--- config.mk ---
export PLATFORM = sky130hd
export DESIGN_NAME = omega_net
export DESIGN_NICKNAME = d
export VERILOG_FILES = /design/src/rtl/omega_pkg.sv /design/src/rtl/omega_switch.sv /design/src/rtl/omega_stage.sv /design/src/rtl/omega_net.sv
export SDC_FILE = /design/constraint.sdc
export NUM_CORES = 1
export LEC_CHECK = 0
export BUFFER_PORTS_ARGS = -buffer_cell sky130_fd_sc_hd__buf_4
export CAP_MARGIN = 20
export CORE_MARGIN = 3
export CORE_UTILIZATION = 40
export CTS_BUF_LIST = sky130_fd_sc_hd__clkbuf_8
export CTS_CLUSTER_SIZE = 24
export DETAILED_ROUTE_END_ITERATION = 12
export PLACE_DENSITY_LB_ADDON = 0.15
export SLEW_MARGIN = 30
export SYNTH_ARGS = -nofsm -noshare
export SYNTH_HDL_FRONTEND = slang
export SYNTH_HIERARCHICAL = 1
export SYNTH_SLANG_ARGS = --single-unit
--- constraint.sdc ---
create_clock -name clk -period 4.44 [get_ports clk]
set_input_delay 0.444 -clock clk [delete_from_list [all_inputs] [get_ports clk]]
set_output_delay 0.444 -clock clk [all_outputs]
set_load 0.02 [all_outputs]
--- src/rtl/omega_pkg.sv ---
package omega_pkg;

    // Setting an element takes in a given cycle
    typedef enum logic [1:0] {
        EL_IDLE     = 2'd0,
        EL_STRAIGHT = 2'd1,
        EL_CROSS    = 2'd2
    } el_mode_e;

    // One-bit left rotation of a lane index of the given width
    function automatic int unsigned shuffle_idx(input int unsigned idx, input int unsigned bits);
        int unsigned mask;
        mask = (1 << bits) - 1;
        return ((idx << 1) | (idx >> (bits - 1))) & mask;
    endfunction

endpackage

--- src/rtl/omega_switch.sv ---
module omega_switch
    import omega_pkg::*;
#(
    parameter int W      = 8,
    parameter int S      = 3,
    parameter int BITSEL = 2,
    localparam int PW    = W + 2 * S + 1
) (
    input  logic [PW-1:0] up_i,
    input  logic [PW-1:0] lo_i,
    output logic [PW-1:0] o0,
    output logic [PW-1:0] o1,
    output logic          lo_lost,
    output logic [S-1:0]  lo_src
);

    logic     up_v, lo_v, up_b, lo_b;
    el_mode_e mode;

    assign up_v    = up_i[PW-1];
    assign lo_v    = lo_i[PW-1];
    assign up_b    = up_i[W + BITSEL];
    assign lo_b    = lo_i[W + BITSEL];
    assign lo_lost = up_v && lo_v && (up_b == lo_b);
    assign lo_src  = lo_i[W + 2*S - 1 : W + S];

    // Setting: the upper input decides when present
    always_comb begin
        if (up_v)
            mode = up_b ? EL_CROSS : EL_STRAIGHT;
        else if (lo_v)
            mode = lo_b ? EL_STRAIGHT : EL_CROSS;
        else
            mode = EL_IDLE;
    end

    // Outputs for each setting; a losing lower packet is suppressed
    always_comb begin
        o0 = '0;
        o1 = '0;
        unique case (mode)
            EL_IDLE: begin
                o0 = '0;
                o1 = '0;
            end
            EL_STRAIGHT: begin
                o0 = up_i;
                o1 = lo_lost ? '0 : lo_i;
            end
            EL_CROSS: begin
                o0 = lo_lost ? '0 : lo_i;
                o1 = up_i;
            end
            default: begin
                o0 = '0;
                o1 = '0;
            end
        endcase
    end

endmodule

--- src/rtl/omega_stage.sv ---
module omega_stage
    import omega_pkg::*;
#(
    parameter int N    = 8,
    parameter int S    = 3,
    parameter int W    = 8,
    parameter int K    = 0,
    localparam int PW  = W + 2 * S + 1,
    localparam int NE  = N / 2,
    localparam int BIT = S - 1 - K
) (
    input  logic [N*PW-1:0] pkt_i,
    output logic [N*PW-1:0] pkt_o,
    output logic [N-1:0]    lost_o
);

    logic [N*PW-1:0] shuf;
    logic [NE-1:0]   el_lost;
    logic [S-1:0]    el_src [NE];

    // Perfect shuffle in front of the column
    for (genvar p = 0; p < N; p++) begin : g_shuf
        localparam int unsigned DST = shuffle_idx(p, S);
        assign shuf[DST*PW +: PW] = pkt_i[p*PW +: PW];
    end

    // Column of two-by-two elements
    for (genvar e = 0; e < NE; e++) begin : g_el
        omega_switch #(.W(W), .S(S), .BITSEL(BIT)) u_sw (
            .up_i    (shuf[(2*e)*PW +: PW]),
            .lo_i    (shuf[(2*e+1)*PW +: PW]),
            .o0      (pkt_o[(2*e)*PW +: PW]),
            .o1      (pkt_o[(2*e+1)*PW +: PW]),
            .lo_lost (el_lost[e]),
            .lo_src  (el_src[e])
        );
    end

    // Map each lost packet back to the source that issued it
    always_comb begin
        lost_o = '0;
        for (int e = 0; e < NE; e++) begin
            if (el_lost[e])
                lost_o[el_src[e]] = 1'b1;
        end
    end

endmodule

--- src/rtl/omega_net.sv ---
module omega_net
    import omega_pkg::*;
#(
    parameter int N   = 8,
    parameter int W   = 8,
    localparam int S  = $clog2(N),
    localparam int PW = W + 2 * S + 1
) (
    input  logic           clk,
    input  logic           rst,
    input  logic [N-1:0]   in_valid,
    input  logic [N*S-1:0] in_dest,
    input  logic [N*W-1:0] in_data,
    output logic [N-1:0]   out_valid,
    output logic [N*W-1:0] out_data,
    output logic [N-1:0]   blocked
);

    logic [N*PW-1:0] bus     [S+1];
    logic [N-1:0]    lost_st [S];
    logic [N-1:0]    lost_any;
    logic [N-1:0]    arr_valid;
    logic [N*W-1:0]  arr_data;

    // Pack each source: {valid, source id, destination, payload}
    for (genvar i = 0; i < N; i++) begin : g_pack
        localparam logic [S-1:0] SRC_ID = S'(i);
        assign bus[0][i*PW +: PW] = {in_valid[i], SRC_ID, in_dest[i*S +: S], in_data[i*W +: W]};
    end

    // Chain of columns
    for (genvar k = 0; k < S; k++) begin : g_col
        omega_stage #(.N(N), .S(S), .W(W), .K(k)) u_col (
            .pkt_i  (bus[k]),
            .pkt_o  (bus[k+1]),
            .lost_o (lost_st[k])
        );
    end

    // Unpack the last column: lane index is the sink
    for (genvar j = 0; j < N; j++) begin : g_unpack
        assign arr_valid[j]         = bus[S][j*PW + PW - 1];
        assign arr_data[j*W +: W]   = bus[S][j*PW +: W];
    end

    always_comb begin
        lost_any = '0;
        for (int k = 0; k < S; k++)
            lost_any = lost_any | lost_st[k];
    end

    // Single output register bank
    always_ff @(posedge clk) begin
        if (rst) begin
            out_valid <= '0;
            out_data  <= '0;
            blocked   <= '0;
        end else begin
            out_valid <= arr_valid;
            out_data  <= arr_data;
            blocked   <= lost_any;
        end
    end

endmodule

Word-level counts from Yosys, hierarchy flattened
Index checks and enable logic that the tools add are counted.
- bits in registers: 80
- input port bits: 98
- output and inout port bits: 80
- order comparisons: 16
- eq/ne operators: 36
- multiplexer cells: 112
- bitwise logic cells: 8
- reduce and logical (&&, ||, !) cells: 32
- operators by type and width (cell ; number):
    one-hot mux 15 bit (2 select lines) ; 24
    two-way mux 15 bit ; 12
    two-way mux 2 bit ; 48
    two-way mux 8 bit ; 9
    OR 8 bit ; 8
    logical AND 1 bit ; 32
    less-than comparator 3 x 4 -> 1 bit (second input constant) ; 8
    demux 1 bit (select 3 bit) ; 8
    equality test 2 x 1 -> 1 bit (second input constant) ; 12
    equality test 2 bit (second input constant) ; 12
    >= comparator 3 x 1 -> 1 bit (second input constant) ; 8
    equality test 1 bit ; 12
    two-way mux 1 bit ; 8
    two-way mux 7 bit ; 1
    two-way mux 6 bit ; 1
    two-way mux 5 bit ; 1

Logic depth before layout (Yosys ltp)
Gate-level depths: netlist (run 1).
- depth after elaboration: 22
- gate-level depth with buffers: 23
- depth with buffers taken out: 20

Hierarchy
Netlist (run 1), hierarchy kept.
- modules (own cells, without submodules) (module ; instances ; cells each ; area each (sq um) ; seq. area each (sq um)):
    omega_switch at g_col[0].u_col.g_el[0].u_sw ... ; 4 ; 94 ; 684.4 ; 0.0
    omega_net ; 1 ; 179 ; 2587.5 ; 1601.5
    omega_switch at g_col[1].u_col.g_el[0].u_sw ... ; 4 ; 63 ; 523.0 ; 0.0
    omega_switch at g_col[2].u_col.g_el[0].u_sw ... ; 4 ; 63 ; 520.5 ; 0.0
    omega_stage at g_col[2].u_col ; 1 ; 44 ; 302.8 ; 0.0
    omega_stage at g_col[1].u_col ; 1 ; 42 ; 290.3 ; 0.0
    omega_stage at g_col[0].u_col ; 1 ; 40 ; 284.0 ; 0.0

Worst setup path after synthesis (run 1)
OpenSTA, ideal clock, no wires.
- path kind: in2reg
- start point: input port in_valid[4]
- end point: register out_data[19]
- setup time: 61 ps
- data arrival time: 4752 ps
- required time: 4379 ps
- slack: -373 ps
- cell stages on the path: 20
- path buffers: 3
- path through: nor2b_1 > a21oi_1 > ha_1 > and2b_1 > clkbuf_1 > a32o_1 > and2b_2 > a21oi_1 > ha_1 > nor2b_2 > clkbuf_1 > a32o_1 > and2b_2 > a21oi_1 > ha_1 > and2b_1 > a21boi_4 > buf_6 > a22o_1 > nor2b_4
- RTL lines (what ; RTL line ; RTL):
    start, declared ; omega_net.sv:11 ; input logic [N-1:0] in_valid,
    end signal, assigned ; omega_net.sv:60 ; out_data <= arr_data;
    end, declared ; omega_net.sv:15 ; output logic [N*W-1:0] out_data,

==> results of run 1 <==
-- path summary, 6_finish.rpt --
check / to / depth (start not counted) / slack [ns] / start
worst max-delay path: out_data[19] / 17 / 0.27 / in_valid[4]
worst min-delay path: out_data[56] / 2 / 0.37 / rst
-- critical path, stage by stage --
cell and delay, ns:
buf_4 0.13, nor2b_1 0.12, a21oi_1 0.19, ha_1 0.31, and2b_1 0.23, a32o_1 0.25, and2b_2 0.25, a21oi_1 0.17
ha_1 0.30, nor2b_1 0.19, a32o_1 0.28, and2b_2 0.24, a21oi_1 0.18, ha_1 0.31, nor2b_1 0.50, a22o_1 0.25
nor2b_4 0.12
-- cells in the final DEF (no fill, tap or decap), types with 10 or more instances in the layout --
cell type / instances
nand3b_1: 43
buf_4: 269
inv_1: 34
o21ai_0: 16
ha_1: 36
o211ai_1: 13
a22o_1: 62
o21ai_2: 35
a32o_1: 65
dfxtp_1: 80
clkbuf_8: 10
nor2b_2: 54
a22o_2: 78
o21a_1: 13
and2b_1: 45
nand2_1: 92
nor2_1: 29
a21oi_1: 23
nand2b_1: 15
conb_1: 48
nor2b_1: 45
and2_1: 13
a31oi_1: 13
nor2b_4: 25
-- flip-flops by register name (all words and copies together) (netlist names) --
name       cells
blocked        8
out_valid      8
out_data      64
-- stage by stage --
stage / instances / area (um^2)
3_5_place_dp: 1584 / 11100
4_1_cts: 1600 / 11300
2_1_floorplan: 1123 / 9620
6_report: 1600 / 11300
3_3_place_gp: 1584 / 11100
5_1_grt: 1600 / 11300
-- timing repair --
item                       4_1_cts  5_1_grt
setup endpoints to repair        0       20
gates resized for setup          0        3
hold buffers                     0        0
-- area by class of cell --
| type | count | area (um^2) |
|---|---|---|
| sequential | 80 | 1600 |
| timing repair buffer | 269 | 2020 |
| clock buffer | 10 | 138 |
| clock inverter | 6 | 66.3 |
| tap | 313 | 392 |
| inverter | 34 | 128 |
| multi-input combinational | 888 | 6960 |
| fill | 2259 | 11600 |
-- routing by layer --
metal  GRT usage  up-vias  routed length, um
met5           0        -                  0
met4      0.0378        0                305
met3      0.0316       16               1680
met2       0.372      296              13700
met1       0.314     4161              14100
li1            -     4306                  -
-- power by group through the flow --
stage                     registers, mW  logic (mW)  clock network [mW]
after floorplan                   0.740       0.477                   0
after global placement            0.737       0.674                   0
after detailed placement          0.737       0.676                   0
after CTS                         0.720       0.679               0.586
after global routing              0.720       0.749               0.616
final                             0.720       0.689               0.569
==> results.yml, run 1 <==
outcome:
  status: "finished, final reports clean"
floorplan:
  design.die.area_um2: 25500
  rows: 55
  die-width_um: 160
  start_util: 0.412
  fp.coreArea_um2: 22900
  die_h_um: 160
  io_pins: 178
job:
  maxCapViolations: 0
cts:
  clock_sinks: 80
  post_cts_buffers: 0
  h-tree-depth: 3
  numCtsBuffers: 9
  cts_tree: "built"
  clockBufferDepth: 2
  cts_root_buf: "clkbuf_8"
  clk_pin_slew_worst_paths_ns: 0.08
logic_synthesis:
  synth_area_um2: 9450
  yosys_warnings: 6
  syn_inst: 1077
  syn_area_per_cell_um2: 8.77
worst_hold_path:
  min-delay-path-class: "in2reg"
grt:
  grt_pass1_wl_um: 46200
  grt_pass1_vias: 8471
  grtUsageTotal: 0.224
  antenna_found_initial: 0
  overflow: 0
  grt_max_degree: 37
timing:
  slew_headroom: 0.526
  holdWs_ns: 0.372
  fin_ws_ns: 0.267
  post-route-period-util: 0.940
  layout_min_cycle_time_ns: 4.17
  setup_violations: 0
  max_freq_mhz: 240
  finalMaxSlewViolations: 0
  final_hold_viol_count: 0
  rsz0062_at_grt: "no"
  worst_pin_slew_ns: 0.711
  tns_ns: 0
route:
  drt_iter0_drc: 601
  avgRoutedWirePerCell_um: 18.6
  drc: 0
  first_pass_iters: 5
  wirelength_um: 29800
  vias: 8779
  vias_per_cell: 5.49
  ant_nets: 0
power_and_ir_drop:
  power.internal_mw: 1.30
  p_leak_nw: 4.73
  p_sw_uw: 682
  p_per_area_nw_per_um2: 175
  p_seq_frac: 0.364
  finalPower_mw: 1.98
  swShare: 0.345
  pwr-share-clk: 0.288
  p_comb_frac: 0.349
  vdd_drop_max_v: 0.000116
cells_and_area:
  synthToLayoutAreaGrowth_pct: 19.6
  diodes: 0
  fin_util: 0.493
  drive_gt1_frac: 0.417
  num-nets-final: 1416
worst_setup_path:
  critPathArrivalTime_ns: 4.48
  required_ns: 4.75
  path_class: "in2reg"
  cp-end-kind: "flop"
  cp_max_fo: 8
  cp-start-kind: "input pin"
place:
  hpwl_um: 24800
  routabilityCongestion: 0.907
  post-place-ws_ns: -0.104
  port_buffers: 177
No activity file was read; power rests on OpenSTA's default activity.
==> run 2, diff against run 1 <==
- CELL_PAD_IN_SITES_DETAIL_PLACEMENT: unset -> 2
- CELL_PAD_IN_SITES_GLOBAL_PLACEMENT: unset -> 2
- CORE_UTILIZATION: 40 -> 32
==> run 2 against run 1 <==
First-iteration DRC count is 5.2% lower. Count of clock-buffer cells in the layout stayed put. Die area is 24% higher. Final area is 2.8% higher. Sequential share of layout area is 0.39 points lower. Utilization is 9.1 points lower. Critical endpoint is now out_data[35].
==> results.yml, run 2 (synthesis gave the netlist of run 1 again) <==
timing:
  holdWs_ns: 0.537
  setup_violations: 0
  tns_ns: 0
  worst_pin_slew_ns: 0.762
  slew_headroom: 0.492
  layout_min_cycle_time_ns: 4.18
  post-route-period-util: 0.942
  max_freq_mhz: 239
  final_hold_viol_count: 0
  finalMaxSlewViolations: 0
cts:
  clockBufferDepth: 2
  cts_tree: "built"
  clk_pin_slew_worst_paths_ns: 0.09
  clock_sinks: 80
  h-tree-depth: 3
  post_cts_buffers: 0
  numCtsBuffers: 9
  cts_root_buf: "clkbuf_8"
grt:
  overflow: 0
  grt_pass1_vias: 9603
  grtUsageTotal: 0.233
  grt_pass1_wl_um: 56900
  antenna_found_initial: 0
  grt_max_degree: 57
route:
  drc: 0
  ant_nets: 0
  first_pass_iters: 5
  vias: 9016
  drt_iter0_drc: 570
  avgRoutedWirePerCell_um: 21.8
  wirelength_um: 36900
  vias_per_cell: 5.33
job:
  maxCapViolations: 0
power_and_ir_drop:
  p_leak_nw: 4.87
  p_per_area_nw_per_um2: 183
  vdd_drop_max_v: 0.000120
  finalPower_mw: 2.13
floorplan:
  die_h_um: 178
  start_util: 0.327
  design.die.area_um2: 31600
  rows: 62
  die-width_um: 178
  fp.coreArea_um2: 28900
  io_pins: 178
cells_and_area:
  layout_commonest_cell: "buf_4"
  largest_register_ff_count: 64
  final_cell_area_um2: 11600
  layout_common_cells: "286 x buf_4, 92 x nand2_1, 80 x dfxtp_1"
  drive_gt1_frac: 0.437
  synthToLayoutAreaGrowth_pct: 23.0
  largest_register: "out_data"
  instances_no_fill: 1690
  diodes: 0
  num-nets-final: 1435
  reg_top3: "out_data x64, blocked x8, out_valid x8"
worst_setup_path:
  cp_common_cell: "ha_1"
  cp_max_fo: 8
  path_cells: "buf_4 > inv_1 > nand2_1 > o21ai_0 > ha_1 > and2b_1 > a32o_1 > and2b_2 > a21oi_1 > ha_1 > nor2b_1 > a32o_1 > and2b_2 > a21oi_1 > ha_1 > and2b_1 > a21boi_4 > a22o_1 > nor2b_4"
  path_class: "in2reg"
  cp-start-kind: "input pin"
  endpoint: "out_data[35]"
  cp-end-kind: "flop"
  critPathArrivalTime_ns: 4.50
  required_ns: 4.76
  setup.worst_path.start: "in_valid[0]"
  max_stage_delay_ns: 0.34
  cp_slowest_cell: "ha_1"
place:
  port_buffers: 177
  placed_area_um2: 11300
  hpwl_um: 30600
  placed_cells: 1674
  routabilityCongestion: 0.853
worst_hold_path:
  min-delay-path-class: "in2reg"
outcome:
  status: "finished, final reports clean"
run 2: changes by cell type in the layout (fill, tap and decap cells not counted), moves of 4 or more:
cell | before | now
nor2_1 | 29 | 25
a32o_1 | 65 | 61
a32o_2 | 2 | 6
buf_4 | 269 | 286
nor2_2 | 0 | 4
run 2: how the worst min path moves through the flow:
stage	startpoint	end	slack (ns)	cells past startpoint
2_1_floorplan	blocked[0]	blocked[0]	0.78	0
3_3_place_gp	out_valid[6]	out_valid[6]	0.85	1
3_5_place_dp	out_valid[6]	out_valid[6]	0.86	1
4_1_cts	rst	out_data[12]	0.69	2
5_1_grt	rst	out_data[31]	0.55	2
6_report	rst	out_data[31]	0.54	2
run 2: report_power, final:
group / total, mW / internal [mW] / leakage, nW / switching, mW
logic: 0.744 / 0.314 / 4.11 / 0.430
registers: 0.720 / 0.719 / 0.644 / 0.000862
clock network: 0.664 / 0.336 / 0.113 / 0.328
total: 2.13 / 1.37 / 4.87 / 0.759
run 2: cell type report:
cell class / instances / area, um^2
well taps: 384 / 480
flip-flops and latches: 80 / 1600
repair buffers: 288 / 2180
fillers: 3294 / 17300
multi-input cells: 888 / 7010
clock inverters: 6 / 90.1
inverters: 34 / 128
clock buffers: 10 / 138
run 2: layer usage:
| layer | track usage | vias up | share of wire |
|---|---|---|---|
| li1 | - | 4349 | - |
| met1 | 0.320 | 4452 | 0.48 |
| met2 | 0.401 | 198 | 0.48 |
| met3 | 0.0220 | 17 | 0.032 |
| met4 | 0.0386 | 0 | 0.010 |
| met5 | 0 | - | 0 |
run 2: critical path, delay by kind of cell:
kind / cells / cell delay [ns]
AO/OA/AOI/OAI: 7 / 1.53
buffers and inverters: 2 / 0.20
adder cells (fa/ha/maj): 3 / 0.98
AND/OR/NAND/NOR: 7 / 1.34
run 2: through the flow:
| step | util | worst slack [ns] |
|---|---|---|
| finish | 0.402 | 0.256 |
| global route | 0.402 | -0.00675 |
| CTS | 0.400 | 0.158 |
| detailed placement | 0.392 | -0.192 |
| global placement | 0.392 | -0.0608 |
| floorplan | - | 0.0157 |
run 2: what timing repair did:
item | CTS | global route
resized for setup | 0 | 19
endpoints found under the setup margin | 0 | 47
hold buffers | 0 | 0
==> run 3, diff against run 2 <==
- ABC_AREA: unset -> 1
- CORE_UTILIZATION: 32 -> 27
==> run 3 against run 2 <==
Sequential cell count did not move. Worst setup slack improved by 0.19 ns. Non-clock buffer count shrank 26. Routed wire length grew 16%. Count of clock-buffer cells in the layout shrank 1. Die area is 19% higher. Critical path depth up 5.
==> results.yml, run 3 <==
cells_and_area:
  drive_gt1_frac: 0.177
  fillers: 4522
  layout_common_cells: "351 x nand2_1, 284 x nand3_1, 266 x a21oi_1"
  multi_input_area_um2: 6070
  largest_register_ff_count: 64
  synthToLayoutAreaGrowth_pct: 17.5
  diodes: 0
  layout_commonest_cell: "nand2_1"
  reg_top3: "out_data x64, blocked x8, out_valid x8"
  largest_register: "out_data"
  final_cell_area_um2: 11200
  area.sequential_um2: 1600
  num-nets-final: 1957
route:
  wirelength_um: 42900
  vias_per_cell: 4.97
  drc: 0
  drt_iter0_drc: 581
  ant_nets: 0
  avgRoutedWirePerCell_um: 18.8
  vias: 11400
  first_pass_iters: 5
grt:
  top_usage_layer: "met2"
  overflow: 0
  met3_usage: 0.0335
  grt_max_degree: 81
  antenna_found_initial: 0
  grt_pass1_wl_um: 67000
  met1_usage: 0.301
  grt_pass1_vias: 12000
  grtUsageTotal: 0.223
  grtUsageMet2: 0.373
worst_setup_path:
  max_stage_delay_ns: 0.42
  cp_num_buf_inv: 10
  cp_max_fo: 9
  cp-end-kind: "flop"
  required_ns: 4.77
  cp-start-kind: "input pin"
  cp_slowest_cell: "ha_1"
  path_cells: "buf_4 > inv_1 > nand2_1 > o21ai_0 > inv_1 > ha_1 > a21oi_1 > inv_1 > nor2_1 > inv_1 > o21ai_0 > inv_1 > ha_1 > a21oi_1 > buf_4 > inv_1 > nor2_1 > a31oi_1 > inv_1 > ha_1 > nand3_1 > a21oi_1 > inv_1 > nor2_1"
  critPathArrivalTime_ns: 4.32
  critical-path-top-delay-family: "compound AO/OA/AOI/OAI gates"
  cp_common_cell: "inv_1"
  path_class: "in2reg"
worst_hold_path:
  min-delay-path-class: "in2reg"
timing:
  rsz0062_at_grt: "no"
  final_hold_viol_count: 0
  slew_headroom: 0.378
  post-route-period-util: 0.900
  max_freq_mhz: 250
  tns_ns: 0
  finalMaxSlewViolations: 0
  holdWs_ns: 0.590
  setup_violations: 0
  layout_min_cycle_time_ns: 4.00
  worst_pin_slew_ns: 0.933
power_and_ir_drop:
  p_leak_nw: 4.28
  vdd_drop_max_v: 0.000185
  p_per_area_nw_per_um2: 190
floorplan:
  io_pins: 178
  rows: 68
  die_h_um: 194
  fp.coreArea_um2: 34700
  start_util: 0.276
  design.die.area_um2: 37800
  die-width_um: 194
logic_synthesis:
  yosys_warnings: 6
  syn_inst: 1684
  syn_area_per_cell_um2: 5.68
  synth_area_um2: 9570
job:
  maxCapViolations: 0
place:
  routabilityCongestion: 0.875
  port_buffers: 177
  placed_area_um2: 11000
  hpwl_um: 35400
cts:
  h-tree-depth: 3
  cts_root_buf: "clkbuf_8"
  numCtsBuffers: 9
  clockBufferDepth: 2
  clock_sinks: 80
  ctsHoldBuffers: 0
  ctsResizeCount: 0
  clk_pin_slew_worst_paths_ns: 0.10
  post_cts_buffers: 0
  cts_tree: "built"
outcome:
  status: "finished, final reports clean"
## run 3: final timing paths
kind                   startpoint            to  slack, ns  cells past startpoint
worst min-delay path          rst  out_data[12]       0.59                      2
worst max-delay path  in_valid[0]  out_data[58]       0.44                     24
## run 3: where the power goes
group          internal (mW)  total, mW  switching (mW)
logic                  0.266      0.832           0.565
registers              0.719      0.720        0.000840
clock network          0.261      0.589           0.329
total                   1.25       2.14           0.895
## run 3: through the flow
stage	cells	total power, mW	utilization	worst slack, ns
final	2283	2.14	0.324	0.444
after CTS	2283	2.16	0.324	0.325
after floorplan	1730	1.27	-	0.577
after global placement	2267	1.54	0.318	0.0576
after detailed placement	2267	1.56	0.318	-0.141
after global routing	2283	2.29	0.324	0.0120
## run 3: metal layers
metal / vias to the layer above / part of all wire
met5: - / 0
met4: 0 / 0.024
met3: 44 / 0.029
met2: 172 / 0.47
met1: 5489 / 0.48
li1: 5650 / -
## run 3: cell type report
cell class              instances  share of cell area
well taps                     455              0.0506
inverters                     225              0.0751
clock inverters                 7             0.00623
multi-input cells            1245               0.540
flip-flops and latches         80               0.142
clock buffers                   9              0.0110
repair buffers                262               0.175
